### config.mk
export PLATFORM = sky130hd
export DESIGN_NAME = i2c_scl_gen
export DESIGN_NICKNAME = d
export VERILOG_FILES = /design/src/rtl/i2c_scl_pkg.sv /design/src/rtl/scl_div_latch.sv /design/src/rtl/scl_phase_cnt.sv /design/src/rtl/i2c_scl_gen.sv
export SDC_FILE = /design/constraint.sdc
export NUM_CORES = 1
export LEC_CHECK = 0
export BUFFER_PORTS_ARGS = -buffer_cell sky130_fd_sc_hd__buf_2
export CAP_MARGIN = 10
export CORE_MARGIN = 4
export CORE_UTILIZATION = 29
export DETAILED_ROUTE_END_ITERATION = 8
export PLACE_DENSITY = 0.52
export SLEW_MARGIN = 20
export SYNTH_ARGS = -nofsm -noshare
export SYNTH_HDL_FRONTEND = slang
export SYNTH_SLANG_ARGS = --single-unit
### constraint.sdc
create_clock -name clk -period 4.7 [get_ports clk]
set_clock_uncertainty 0.05 [all_clocks]
set_input_delay 0.235 -clock clk [delete_from_list [all_inputs] [get_ports clk]]
set_output_delay 0.235 -clock clk [all_outputs]
set_load 0.01 [all_outputs]
### src/rtl/i2c_scl_pkg.sv
package i2c_scl_pkg;
    typedef enum logic [1:0] {
        SCL_IDLE = 2'd0,
        SCL_LOW  = 2'd1,
        SCL_HIGH = 2'd2
    } scl_state_e;
endpackage

### src/rtl/scl_div_latch.sv
module scl_div_latch #(
    parameter int DIV_W = 8
) (
    input  logic               clk,
    input  logic               rst_n,
    input  logic               load,
    input  logic [2*DIV_W-1:0] cfg_word,
    output logic [DIV_W-1:0]   divl_q,
    output logic [DIV_W-1:0]   divh_q
);
    // Capture both fields together so a phase pair always uses one word.
    always_ff @(posedge clk or negedge rst_n) begin
        if (!rst_n) begin
            divl_q <= '0;
            divh_q <= '0;
        end else if (load) begin
            divl_q <= cfg_word[DIV_W-1:0];
            divh_q <= cfg_word[2*DIV_W-1:DIV_W];
        end
    end
endmodule

### src/rtl/scl_phase_cnt.sv
module scl_phase_cnt #(
    parameter int CNT_W = 11
) (
    input  logic             clk,
    input  logic             rst_n,
    input  logic             clr,
    output logic [CNT_W-1:0] cnt
);
    always_ff @(posedge clk or negedge rst_n) begin
        if (!rst_n)   cnt <= '0;
        else if (clr) cnt <= '0;
        else          cnt <= cnt + 1'b1;
    end
endmodule

### src/rtl/i2c_scl_gen.sv
module i2c_scl_gen
    import i2c_scl_pkg::*;
#(
    parameter int DIV_W = 8
) (
    input  logic               clk,
    input  logic               rst_n,
    input  logic               en,
    input  logic [2*DIV_W-1:0] cfg_div,
    input  logic               restart,
    output logic               scl,
    output logic               fall_stb,
    output logic               rise_stb,
    output logic               low_mid_stb,
    output logic               high_mid_stb
);
    // Phase length is (div+1)*8, so the counter needs three extra bits.
    localparam int CNT_W = DIV_W + 3;

    scl_state_e       state_q, state_d;
    logic [DIV_W-1:0] divl_q, divh_q;
    logic [CNT_W-1:0] cnt;
    logic [CNT_W-1:0] lo_term, hi_term, lo_mid, hi_mid;
    logic             enter_phase, load_div, cnt_clr;

    scl_div_latch #(.DIV_W(DIV_W)) u_latch (
        .clk      (clk),
        .rst_n    (rst_n),
        .load     (load_div),
        .cfg_word (cfg_div),
        .divl_q   (divl_q),
        .divh_q   (divh_q)
    );

    scl_phase_cnt #(.CNT_W(CNT_W)) u_cnt (
        .clk   (clk),
        .rst_n (rst_n),
        .clr   (cnt_clr),
        .cnt   (cnt)
    );

    // Last count of a phase: div*8 + 7. Midpoint: (div+1)*4.
    always_comb begin
        lo_term = {divl_q, 3'b111};
        hi_term = {divh_q, 3'b111};
        lo_mid  = {({1'b0, divl_q} + {{DIV_W{1'b0}}, 1'b1}), 2'b00};
        hi_mid  = {({1'b0, divh_q} + {{DIV_W{1'b0}}, 1'b1}), 2'b00};
    end

    // Next-state process.
    always_comb begin
        state_d     = state_q;
        enter_phase = 1'b0;
        if (!en) begin
            state_d = SCL_IDLE;
        end else if (restart) begin
            state_d     = SCL_LOW;
            enter_phase = 1'b1;
        end else begin
            unique case (state_q)
                SCL_IDLE: begin
                    state_d     = SCL_LOW;
                    enter_phase = 1'b1;
                end
                SCL_LOW: begin
                    if (cnt == lo_term) begin
                        state_d     = SCL_HIGH;
                        enter_phase = 1'b1;
                    end
                end
                SCL_HIGH: begin
                    if (cnt == hi_term) begin
                        state_d     = SCL_LOW;
                        enter_phase = 1'b1;
                    end
                end
                default: begin
                    state_d     = SCL_IDLE;
                    enter_phase = 1'b0;
                end
            endcase
        end
        load_div = enter_phase && (state_d == SCL_LOW);
        cnt_clr  = !en || enter_phase;
    end

    // State register process.
    always_ff @(posedge clk or negedge rst_n) begin
        if (!rst_n) state_q <= SCL_IDLE;
        else        state_q <= state_d;
    end

    // Output process.
    always_comb begin
        scl          = 1'b1;
        fall_stb     = 1'b0;
        rise_stb     = 1'b0;
        low_mid_stb  = 1'b0;
        high_mid_stb = 1'b0;
        unique case (state_q)
            SCL_IDLE: scl = 1'b1;
            SCL_LOW: begin
                scl         = 1'b0;
                fall_stb    = (cnt == '0);
                low_mid_stb = (cnt == lo_mid);
            end
            SCL_HIGH: begin
                scl          = 1'b1;
                rise_stb     = (cnt == '0);
                high_mid_stb = (cnt == hi_mid);
            end
            default: scl = 1'b1;
        endcase
    end

    // Disabled block leaves SCL high.
    p_idle_high_r1: assert property (@(posedge clk) disable iff (!rst_n)
        !en |=> (scl && !fall_stb && !rise_stb && !low_mid_stb && !high_mid_stb));

    // Counter stays within the active phase's bound.
    p_low_bound_r2: assert property (@(posedge clk) disable iff (!rst_n)
        (state_q == SCL_LOW) |-> (cnt <= lo_term));
    p_high_bound_r3: assert property (@(posedge clk) disable iff (!rst_n)
        (state_q == SCL_HIGH) |-> (cnt <= hi_term));

    // High field is held through a high phase.
    p_divh_hold_r6: assert property (@(posedge clk) disable iff (!rst_n)
        (state_q == SCL_HIGH && $past(state_q) == SCL_HIGH) |-> $stable(divh_q));

    // Restart yields a fresh low phase.
    p_restart_r7: assert property (@(posedge clk) disable iff (!rst_n)
        (en && restart) |=> (fall_stb && !scl));

    // Strobes exclusive; an SCL fall is always marked.
    p_strobe_excl_r9: assert property (@(posedge clk) disable iff (!rst_n)
        $onehot0({fall_stb, rise_stb, low_mid_stb, high_mid_stb}));
    p_fall_marked_r9: assert property (@(posedge clk) disable iff (!rst_n)
        $fell(scl) |-> fall_stb);
endmodule

==> impl_metrics.yaml <==
timing:
  fmax_mhz: 381.3
  min_period_over_period_pct: 55.81
  setup_viol: 0
  rsz0062_at_grt: "false"
  min_period_ns: 2.623
  finalSetupTns_ns: 0
  finalHoldWorstSlack_ns: 0.1213
  slew_violations: 0
  worst_slew_pin_slew_ns: 1.034
  finalHoldViolCount: 0
  slew_headroom_pct: 31.04
global_routing:
  grt_pass1_vias: 1568
  track_usage_pct: 11.29
  grt_max_degree: 30
  overflow: 0
  grt_antenna_before_repair: 0
  grt_pass1_wl_um: 7817
logic_synthesis:
  ys.flop_type: "dfrtp_1"
  synthesis.area_um2: 2151
  synth_nets: 244
  synth_area_leaders: "dfrtp_1, xnor2_1, mux2_4"
  synth_top_cell_by_area: "dfrtp_1"
  yosys_warnings: 0
  yosysSeqAreaShare_pct: 33.74
  syn_area_per_cell_um2: 9.776
  ys_seq_elements: 29
  synth_edf_count: 0
  synth.top_cell.area_share_pct: 33.74
  async_flop_share_pct: 100.0
  syn_inst: 220
  ys_types: 43
final_layout:
  layout-drive-gt1-share_pct: 21.98
  fin_util_pct: 33.04
  nets: 255
  final_cells: 331
  area_delta_synth_final_pct: 10.82
  diodes: 0
detailed_routing:
  drc: 0
  first_pass_iters: 4
  ant_nets: 0
  drt_iter0_markers: 47
  vias: 1570
  avgRoutedWirePerCell_um: 14.22
  routed_wirelength_um: 4706
  vias_per_cell: 4.743
cts:
  root_buffer: "clkbuf_8"
  ctsHoldBuffers: 1
  cts.clk_slew.worst_paths_ns: 0.07
  cts_setup_buffers: 0
  cts_buffers: 5
  clkSinkCount: 29
  tritoncts: "built"
  cts_resized: 0
  clock_latency_ns: 0.29
  cts_buffer_depth: 2
  cts_max_level: 2
floorplan:
  die_x_um: 94.12
  die-area_um2: 8859
  rows: 31
  die_y_um: 94.12
  start_util_pct: 29.81
  core_area_um2: 7214
  ios: 25
pwr:
  power_frac_comb_pct: 20.5
  p_int_uw: 479.0
  power.switching_uw: 200.9
  p_total_uw: 679.9
  p_leak_uw: 0.0009333
  vdd_drop_max_mv: 0.08448
  p_seq_share_pct: 45.1
  clkPwrFrac_pct: 34.4
  p_per_area_nw_per_um2: 285.2
  switching_share_pct: 29.54
critical_path:
  cp-start-kind: "register"
  end_kind: "output port"
  worstSetupPathType: "reg -> out"
  critPathMaxFanout: 8
  required_ns: 4.41
  critPathArrivalTime_ns: 2.34
placement:
  io_buffers: 24
  dpl.hpwl_um: 3415
  routabilityCongestion: 0.8080
  dp.cells: 322
run:
  drv_cap: 0
outcome:
  status: "complete, no violations"
worst_hold_path:
  hp-class: "in -> reg"
==> metal layers <==
layer,vias to the layer above,routed length (um),global-route usage [%]
li1,785,-,-
met4,0,61,3.610
met3,7,218,3.125
met1,751,2365,16.02
met5,-,0,0
met2,27,2061,16.44
==> stage by stage <==
| stage | setup WS, ns | instance area, um2 |
|---|---|---|
| 5_1_grt | 1.827 | 2384 |
| 3_5_place_dp | 2.155 | 2272 |
| 6_report | 2.077 | 2384 |
| 2_1_floorplan | 2.406 | 2151 |
| 3_3_place_gp | 2.209 | 2272 |
| 4_1_cts | 2.019 | 2384 |
==> synthesized netlist by cell type (4+ instances only) <==
| library cell | count |
|---|---|
| and4_1 | 4 |
| buf_2 | 13 |
| dfrtp_1 | 29 |
| ha_1 | 4 |
| inv_1 | 6 |
| mux2_2 | 6 |
| mux2_4 | 10 |
| nand2_1 | 10 |
| nand3_1 | 8 |
| nand4_1 | 7 |
| nor2_1 | 18 |
| nor2b_1 | 4 |
| nor4_1 | 5 |
| o21ai_0 | 7 |
| xnor2_1 | 39 |
| xor2_1 | 7 |
==> layout by cell type (no fill, tap or decap), types with 6 or more instances in the layout <==
| cell type | netlist | final |
|---|---|---|
| mux2_4 | 10 | 10 |
| nand2_1 | 10 | 10 |
| o21ai_0 | 7 | 7 |
| dfrtp_1 | 29 | 29 |
| buf_2 | 13 | 24 |
| nand4_1 | 7 | 7 |
| inv_1 | 6 | 6 |
| mux2_2 | 6 | 6 |
| nand3_1 | 8 | 8 |
| clkbuf_8 | 0 | 7 |
| nor2_1 | 18 | 18 |
| xnor2_1 | 39 | 39 |
| xor2_1 | 7 | 7 |
==> power groups by stage <==
stage | Sequential [uW] | Combinational [uW] | Clock (uW)
6_report | 306 | 139 | 234
5_1_grt | 311 | 155 | 250
4_1_cts | 306 | 141 | 241
3_5_place_dp | 310 | 139 | 0
3_3_place_gp | 310 | 138 | 0
2_1_floorplan | 289 | 128 | 0
==> area by class of cell <==
cell class,count,area (um2)
clock buffer,7,96.34
inverter,6,22.52
clock inverter,1,5.005
tap,99,123.9
multi-input combinational,164,1280
sequential,29,725.7
fill,781,4831
timing repair buffer,25,130.1
==> kinds of logic after synthesis <==
family          synth area share (%)
compound gates                 8.610
xor+xnor                       18.73
fa+ha+maj                      2.327
buf+inv                        6.748
flops                          33.74
mux                            10.12
simple gates                   19.72
==> worst max-delay path, stage by stage, from the launching register on <==
cell       delay, ns
dfrtp_1         0.47
ha_1            0.34
and2_1          0.20
o21ai_0         0.14
o311ai_0        0.14
o21a_1          0.13
a2111oi_0       0.41
buf_2           0.21
==> sequential cells by signal (all words and copies together) (netlist names) <==
| signal | count |
|---|---|
| state_q | 2 |
| u_cnt.cnt | 11 |
| u_latch.divh_q | 8 |
| u_latch.divl_q | 8 |
==> path summary, 6_finish.rpt <==
kind	start	end	slack, ns	cells after the start
hold / removal	cfg_div[10]	u_latch.divh_q[2]	0.12	2
hold reg to reg	u_cnt.cnt[0]	u_cnt.cnt[0]	0.44	1
setup reg to reg	u_cnt.cnt[0]	u_latch.divh_q[5]	2.18	6
setup / recovery	u_latch.divh_q[0]	high_mid_stb	2.08	7
min in group asynchronous	rst_n	u_latch.divh_q[5]	0.48	2
max in group asynchronous	rst_n	u_latch.divl_q[2]	3.67	2
(Power assumes the default switching activity.)
